**src/rtl/adchc_pkg.sv**
```systemverilog
package adchc_pkg;
  localparam int STOP_BIT = 15;
  localparam int FRZ_HI   = 14;
  localparam int FRZ_LO   = 13;
  localparam int SUPV_BIT = 7;
  localparam logic [15:0] RD_MASK = 16'hE080;

  typedef enum logic [1:0] {
    FRZ_IGNORE = 2'b00,
    FRZ_RSVD   = 2'b01,
    FRZ_FINISH = 2'b10,
    FRZ_NOW    = 2'b11
  } frz_mode_e;
endpackage

```
**src/rtl/adchc_cfg_reg.sv**
```systemverilog
module adchc_cfg_reg
  import adchc_pkg::*;
(
  input  logic        clk,
  input  logic        rst_n,
  input  logic        wr_en,
  input  logic [15:0] wdata,
  output logic [15:0] rdata,
  output logic        stop,
  output frz_mode_e   frz,
  output logic        supv
);
  logic      stop_q, stop_d;
  frz_mode_e frz_q, frz_d;
  logic      supv_q, supv_d;

  always_comb begin
    stop_d = wdata[STOP_BIT];
    frz_d  = frz_mode_e'(wdata[FRZ_HI:FRZ_LO]);
    supv_d = wdata[SUPV_BIT];
  end

  always_ff @(posedge clk or negedge rst_n) begin
    if (!rst_n) begin
      stop_q <= 1'b1;
      frz_q  <= FRZ_IGNORE;
      supv_q <= 1'b1;
    end else if (wr_en) begin
      stop_q <= stop_d;
      frz_q  <= frz_d;
      supv_q <= supv_d;
    end
  end

  always_comb begin
    rdata           = '0;
    rdata[STOP_BIT] = stop_q;
    rdata[FRZ_HI:FRZ_LO] = frz_q;
    rdata[SUPV_BIT] = supv_q;
  end

  assign stop = stop_q;
  assign frz  = frz_q;
  assign supv = supv_q;

  assert_readback_R2: assert property (@(posedge clk) disable iff (!rst_n)
    wr_en |=> rdata == ($past(wdata) & RD_MASK));
endmodule

```
**src/rtl/adchc_recovery.sv**
```systemverilog
module adchc_recovery #(
  parameter int REC_CYCLES = 20,
  localparam int REC_W = $clog2(REC_CYCLES + 1) < 1 ? 1 : $clog2(REC_CYCLES + 1)
) (
  input  logic clk,
  input  logic rst_n,
  input  logic stop,
  output logic ready
);
  logic [REC_W-1:0] cnt_q, cnt_d;

  always_comb begin
    cnt_d = cnt_q;
    if (stop)            cnt_d = REC_W'(REC_CYCLES);
    else if (cnt_q != 0) cnt_d = cnt_q - 1'b1;
  end

  always_ff @(posedge clk or negedge rst_n) begin
    if (!rst_n) cnt_q <= REC_W'(REC_CYCLES);
    else        cnt_q <= cnt_d;
  end

  assign ready = !stop && (cnt_q == 0);

  assert_stop_blocks_R4: assert property (@(posedge clk) disable iff (!rst_n)
    stop |=> (cnt_q == REC_W'(REC_CYCLES)));
endmodule

```
**src/rtl/adchc_conv_seq.sv**
```systemverilog
module adchc_conv_seq #(
  parameter int CONV_CYCLES = 8,
  localparam int CONV_W = (CONV_CYCLES > 1) ? $clog2(CONV_CYCLES) : 1
) (
  input  logic              clk,
  input  logic              rst_n,
  input  logic              abort,
  input  logic              hold,
  input  logic              start_en,
  output logic              busy,
  output logic              done,
  output logic [CONV_W-1:0] progress
);
  localparam logic [CONV_W-1:0] LAST = CONV_W'(CONV_CYCLES - 1);

  logic              busy_q, busy_d;
  logic              done_q, done_d;
  logic [CONV_W-1:0] cnt_q, cnt_d;

  always_comb begin
    busy_d = busy_q;
    cnt_d  = cnt_q;
    done_d = 1'b0;
    if (abort) begin
      busy_d = 1'b0;
      cnt_d  = '0;
    end else if (hold) begin
      busy_d = busy_q;
    end else if (busy_q) begin
      if (cnt_q == LAST) begin
        busy_d = 1'b0;
        cnt_d  = '0;
        done_d = 1'b1;
      end else begin
        cnt_d = cnt_q + 1'b1;
      end
    end else if (start_en) begin
      busy_d = 1'b1;
      cnt_d  = '0;
    end
  end

  always_ff @(posedge clk or negedge rst_n) begin
    if (!rst_n) begin
      busy_q <= 1'b0;
      done_q <= 1'b0;
      cnt_q  <= '0;
    end else begin
      busy_q <= busy_d;
      done_q <= done_d;
      cnt_q  <= cnt_d;
    end
  end

  assign busy     = busy_q;
  assign done     = done_q;
  assign progress = cnt_q;

  assert_abort_idle_R3: assert property (@(posedge clk) disable iff (!rst_n)
    abort |=> (!busy && progress == '0));
  assert_hold_keeps_R7: assert property (@(posedge clk) disable iff (!rst_n)
    (hold && !abort) |=> ($stable(progress) && $stable(busy)));
  assert_done_single_R10: assert property (@(posedge clk) disable iff (!rst_n)
    done |-> (!busy && !$past(done)));
endmodule

```
**src/rtl/adc_halt_ctrl.sv**
```systemverilog
module adc_halt_ctrl
  import adchc_pkg::*;
#(
  parameter int REC_CYCLES  = 20,
  parameter int CONV_CYCLES = 8,
  localparam int CONV_W = (CONV_CYCLES > 1) ? $clog2(CONV_CYCLES) : 1
) (
  input  logic              clk,
  input  logic              rst_n,
  input  logic              reg_wr,
  input  logic [15:0]       reg_wdata,
  output logic [15:0]       reg_rdata,
  input  logic              freeze_i,
  output logic              start_en,
  output logic              abort,
  output logic              halt,
  output logic              ready,
  output logic              conv_busy,
  output logic              conv_done,
  output logic [CONV_W-1:0] conv_progress
);
  localparam logic [CONV_W-1:0] LAST = CONV_W'(CONV_CYCLES - 1);

  logic rst_meta, rst_sync;
  always_ff @(posedge clk or negedge rst_n) begin
    if (!rst_n) begin
      rst_meta <= 1'b0;
      rst_sync <= 1'b0;
    end else begin
      rst_meta <= 1'b1;
      rst_sync <= rst_meta;
    end
  end

  logic      stop_q, supv_q;
  frz_mode_e frz_q;

  adchc_cfg_reg u_cfg (
    .clk   (clk),
    .rst_n (rst_sync),
    .wr_en (reg_wr),
    .wdata (reg_wdata),
    .rdata (reg_rdata),
    .stop  (stop_q),
    .frz   (frz_q),
    .supv  (supv_q)
  );

  adchc_recovery #(.REC_CYCLES(REC_CYCLES)) u_rec (
    .clk   (clk),
    .rst_n (rst_sync),
    .stop  (stop_q),
    .ready (ready)
  );

  logic halt_now, halt_fin;
  always_comb begin
    abort    = stop_q || (reg_wr && reg_wdata[STOP_BIT]);
    halt_now = freeze_i && (frz_q == FRZ_NOW);
    halt_fin = freeze_i && (frz_q == FRZ_FINISH) && !conv_busy;
    halt     = halt_now || halt_fin;
    start_en = ready && !halt;
  end

  adchc_conv_seq #(.CONV_CYCLES(CONV_CYCLES)) u_seq (
    .clk      (clk),
    .rst_n    (rst_sync),
    .abort    (abort),
    .hold     (halt),
    .start_en (start_en),
    .busy     (conv_busy),
    .done     (conv_done),
    .progress (conv_progress)
  );

  assert_fin_boundary_R6: assert property (@(posedge clk) disable iff (!rst_sync)
    (halt && frz_q != FRZ_NOW) |-> !conv_busy);
  assert_ignore_runs_R5: assert property (@(posedge clk) disable iff (!rst_sync)
    (!frz_q[1] && !abort && conv_busy && conv_progress != LAST)
      |=> conv_progress == $past(conv_progress) + 1'b1);
  assert_no_start_unready_R4: assert property (@(posedge clk) disable iff (!rst_sync)
    !ready |=> !$rose(conv_busy));
endmodule

```
**config.mk**
```make
export PLATFORM = sky130hd
export DESIGN_NAME = adc_halt_ctrl
export DESIGN_NICKNAME = d
export VERILOG_FILES = /design/src/rtl/adchc_pkg.sv /design/src/rtl/adchc_cfg_reg.sv /design/src/rtl/adchc_recovery.sv /design/src/rtl/adchc_conv_seq.sv /design/src/rtl/adc_halt_ctrl.sv
export SDC_FILE = /design/constraint.sdc
export NUM_CORES = 1
export LEC_CHECK = 0
export BUFFER_PORTS_ARGS = -buffer_cell sky130_fd_sc_hd__buf_4
export CAP_MARGIN = 0
export CELL_PAD_IN_SITES_DETAIL_PLACEMENT = 0
export CELL_PAD_IN_SITES_GLOBAL_PLACEMENT = 1
export CORE_MARGIN = 1
export CORE_UTILIZATION = 35
export DETAILED_ROUTE_END_ITERATION = 6
export MAX_ROUTING_LAYER = met4
export PLACE_DENSITY_LB_ADDON = 0.2
export SETUP_SLACK_MARGIN = 0.15
export SKIP_CTS_REPAIR_TIMING = 1
export SLEW_MARGIN = 5
export SYNTH_ARGS = -nofsm -noshare
export SYNTH_HDL_FRONTEND = slang
export SYNTH_HIERARCHICAL = 1
export SYNTH_SLANG_ARGS = --single-unit
```
**constraint.sdc**
```tcl
create_clock -name clk -period 3.8 [get_ports clk]
set_input_delay 0.57 -clock clk [delete_from_list [all_inputs] [get_ports clk]]
set_output_delay 0.57 -clock clk [all_outputs]
set_load 0.005 [all_outputs]
```
==> results.md <==
- PwrDens: 393 mW/mm²
- Worst-path clk slew: 90 ps
- Drt via density: 4.54
- Initial antenna violation count: 0
- Post-Route Setup TNS: 0 ps
- Max Fclk: 383 MHz
- RSZ-0062 raised after global routing: false
- Global placement routability congestion: 0.748
- Aggregate global-route resource usage: 13.0%
- Top-area cell type share of the netlist area: 33.7%
- CP Data Arrival Time: 2040 ps
- Initial Util: 38.8%
- Antenna diodes: 0
- Fillers: 231
- Mapped Area: 891 µm²
- Drt drc: 0
- Fin crit share: 68.7%
- Ys Warns: 6
- Routed WL per cell: 11.4 µm
- Storage element area: 405 µm²
- Worst slew pin tran: 564 ps
- Remaining antenna violation count: 0
- Core area: 0.00230 mm²
- Met3 wire length: 98 µm
- Synth area leader: dfrtp_1
- Most common cell in the netlist: buf_4
- R2R Setup Slk: 1760 ps
- P_leak: 0.503 nW
- Cell count after synthesis: 81
- Largest net degree at the start of global routing: 15
- Status: completed
- Worst Setup EP: start_en
- CP required: 3230 ps
- Unique cell type count in the Yosys netlist: 29
- Width of the die: 52.5 µm
- GRT overflow: 0
- Worst setup path start: u_rec/cnt_q[0]
- Clock root buffer: clkbuf_4
- CTS tree: built
- Initial drt markers: 4
- Mean post-synth cell area: 11.0 µm²
- Final setup violation count: 0
- Hold Vio Cnt, Final: 0
- Post-synth ARST share: 100%
- Multi-input logic area: 383 µm²
- DP Area: 992 µm²
- Crit path time final: 2610 ps
- Post-route clock skew: 4.89 ps
- Top cells by count, synth: 16 x buf_4, 12 x dfrtp_1, 5 x inv_1
- P_sw: 0.000106 W
- Reg2Reg Depth: 7
- # IOs: 45
- DR WL met2: 674 µm
- Total Wirelength: 1450 µm
- HPWL after DPL: 1080 µm
- Startpoint class of the critical path: flop
- Crit-path max FO: 5
- Clock power frac: 26.9%
- DIE AREA: 0.00275 mm²
- Die Span Y: 52.5 µm
- Worst min-delay path class: in2async
- DR vias: 576
- First-pass GRT wire length: 2510 µm
- Register bit count reported by yosys: 16
- CTS Buf Count: 3
- Max-slew headroom: 62.4%
- CP Capture Type: output pin
- Sw frac: 26.2%
- M1 wire length: 664 µm
- Buffers on Ports: 20
- R2r endpoint: u_seq/progress[0]
- Comb power frac: 19.1%
- Vias in the first global route: 586
- DRT Pass-1 Iters: 3
- Total of max-cap violations: 0
- Top layer reached by signal wires: met4
- Worst VDD drop: 0.000273 V
- FP Rows: 17
- Most used DFF post-synth: dfrtp_1
- Critical Setup Path Class: reg2out
- Max-slew violations: 0
- Part of the power in registers: 54.0%
- Fraction of layout cells with a size suffix above 1: 40.4%
- Post-route cell area: 0.00103 mm²
- Clock Tree Buf Depth: 2
- Sequential share of the synthesized area: 45.5%
- Clk_lat worst skew: 280 ps
- H-tree depth: 1
- Sink Count: 16
- Final nets: 123
- Synth area leaders: dfrtp_1 34%, buf_4 13%, dfstp_2 12%, mux2_2 5.1%, ha_1 4.2%
- Reg2reg start: u_rec/cnt_q[0]
- Internal: 0.000298 W
- Area growth syn-to-layout: 15.4%
- Post-synth EDFFs: 0
## cell families after synthesis
logic type      count (synthesis)  synth area share, %
fa+ha+maj                       3                 4.21
xor+xnor                        1                0.983
buf+inv                        22                 16.2
flops                          16                 45.5
other cells                     2                0.843
compound gates                 13                 11.9
simple gates                   20                 15.3
mux                             4                 5.06
## through the flow
| stage | hold slack (ps) | util [%] | setup slack [ps] | total power [W] | instances |
|---|---|---|---|---|---|
| floorplan | 170 | - | 1720 | 0.000284 | 92 |
| global placement | 262 | 43.2 | 1500 | 0.000296 | 123 |
| detailed placement | 253 | 43.2 | 1490 | 0.000299 | 123 |
| CTS | 35.7 | 44.8 | 1160 | 0.000411 | 127 |
| global route | 18.9 | 44.8 | 1040 | 0.000434 | 127 |
| finish | 47.6 | 44.8 | 1190 | 0.000404 | 127 |
## power groups by stage
stage	Clock, W	Combinational (W)	Sequential (W)
detailed placement	0	0.0000778	0.000222
CTS	0.000115	0.0000780	0.000218
finish	0.000109	0.0000773	0.000218
global route	0.000124	0.0000878	0.000222
global placement	0	0.0000755	0.000221
floorplan	0	0.0000689	0.000215
## worst max-delay path: stages (launching register included)
cell and delay (ps):
dfrtp_1 410, inv_1 60, ha_1 200, or4b_1 570
nor2_1 200, o21a_1 190, buf_4 120
## metal layers
| metal | track usage, % | vias up |
|---|---|---|
| li1 | - | 286 |
| met3 | 5.22 | 2 |
| met4 | 2.63 | 0 |
| met1 | 15.2 | 265 |
| met2 | 20.9 | 23 |
| met5 | - | - |
## layout by cell type, fill, tap and decap left out
master     n
or3_2      1
dfstp_2    4
nand2_1    3
nand2b_2   3
nand2b_1   3
a21oi_1    2
o22ai_2    1
clkbuf_4   3
nor2_1     4
mux2_2     4
a211oi_1   1
nor2b_4    1
a211oi_2   1
buf_4     20
nor4b_1    1
o21ba_2    1
and3b_1    1
xnor2_1    1
dfrtp_1   12
conb_1    13
or4b_1     2
a21o_1     2
clkbuf_8   1
or3_1      1
inv_1      5
o32ai_1    2
o21a_1     1
o21ai_0    1
ha_1       3
a211o_1    1
## state kept, by name (all words and copies together), names as in the netlist
register and count:
rst_meta 1, rst_sync 1, u_cfg/frz 2, u_cfg/stop 1, u_cfg/supv 1, u_rec/cnt_q 5, u_seq/busy 1, u_seq/done 1
u_seq/progress 3
## cell type report
class | count | area share [%]
repair buffers | 20 | 14.6
flip-flops and latches | 16 | 39.4
well taps | 28 | 3.41
inverters | 5 | 1.82
multi-input cells | 54 | 37.2
clock buffers | 4 | 3.53
## worst min path at each step
| stage | to | slack [ps] | cells after the start |
|---|---|---|---|
| after floorplan | u_cfg/frz[0] | 170 | 0 |
| after global placement | u_seq/progress[1] | 260 | 0 |
| after detailed placement | u_seq/progress[1] | 250 | 0 |
| after CTS | rst_meta | 40 | 1 |
| after global routing | rst_meta | 20 | 1 |
| final | rst_meta | 50 | 1 |
(Power assumes the default switching activity.)
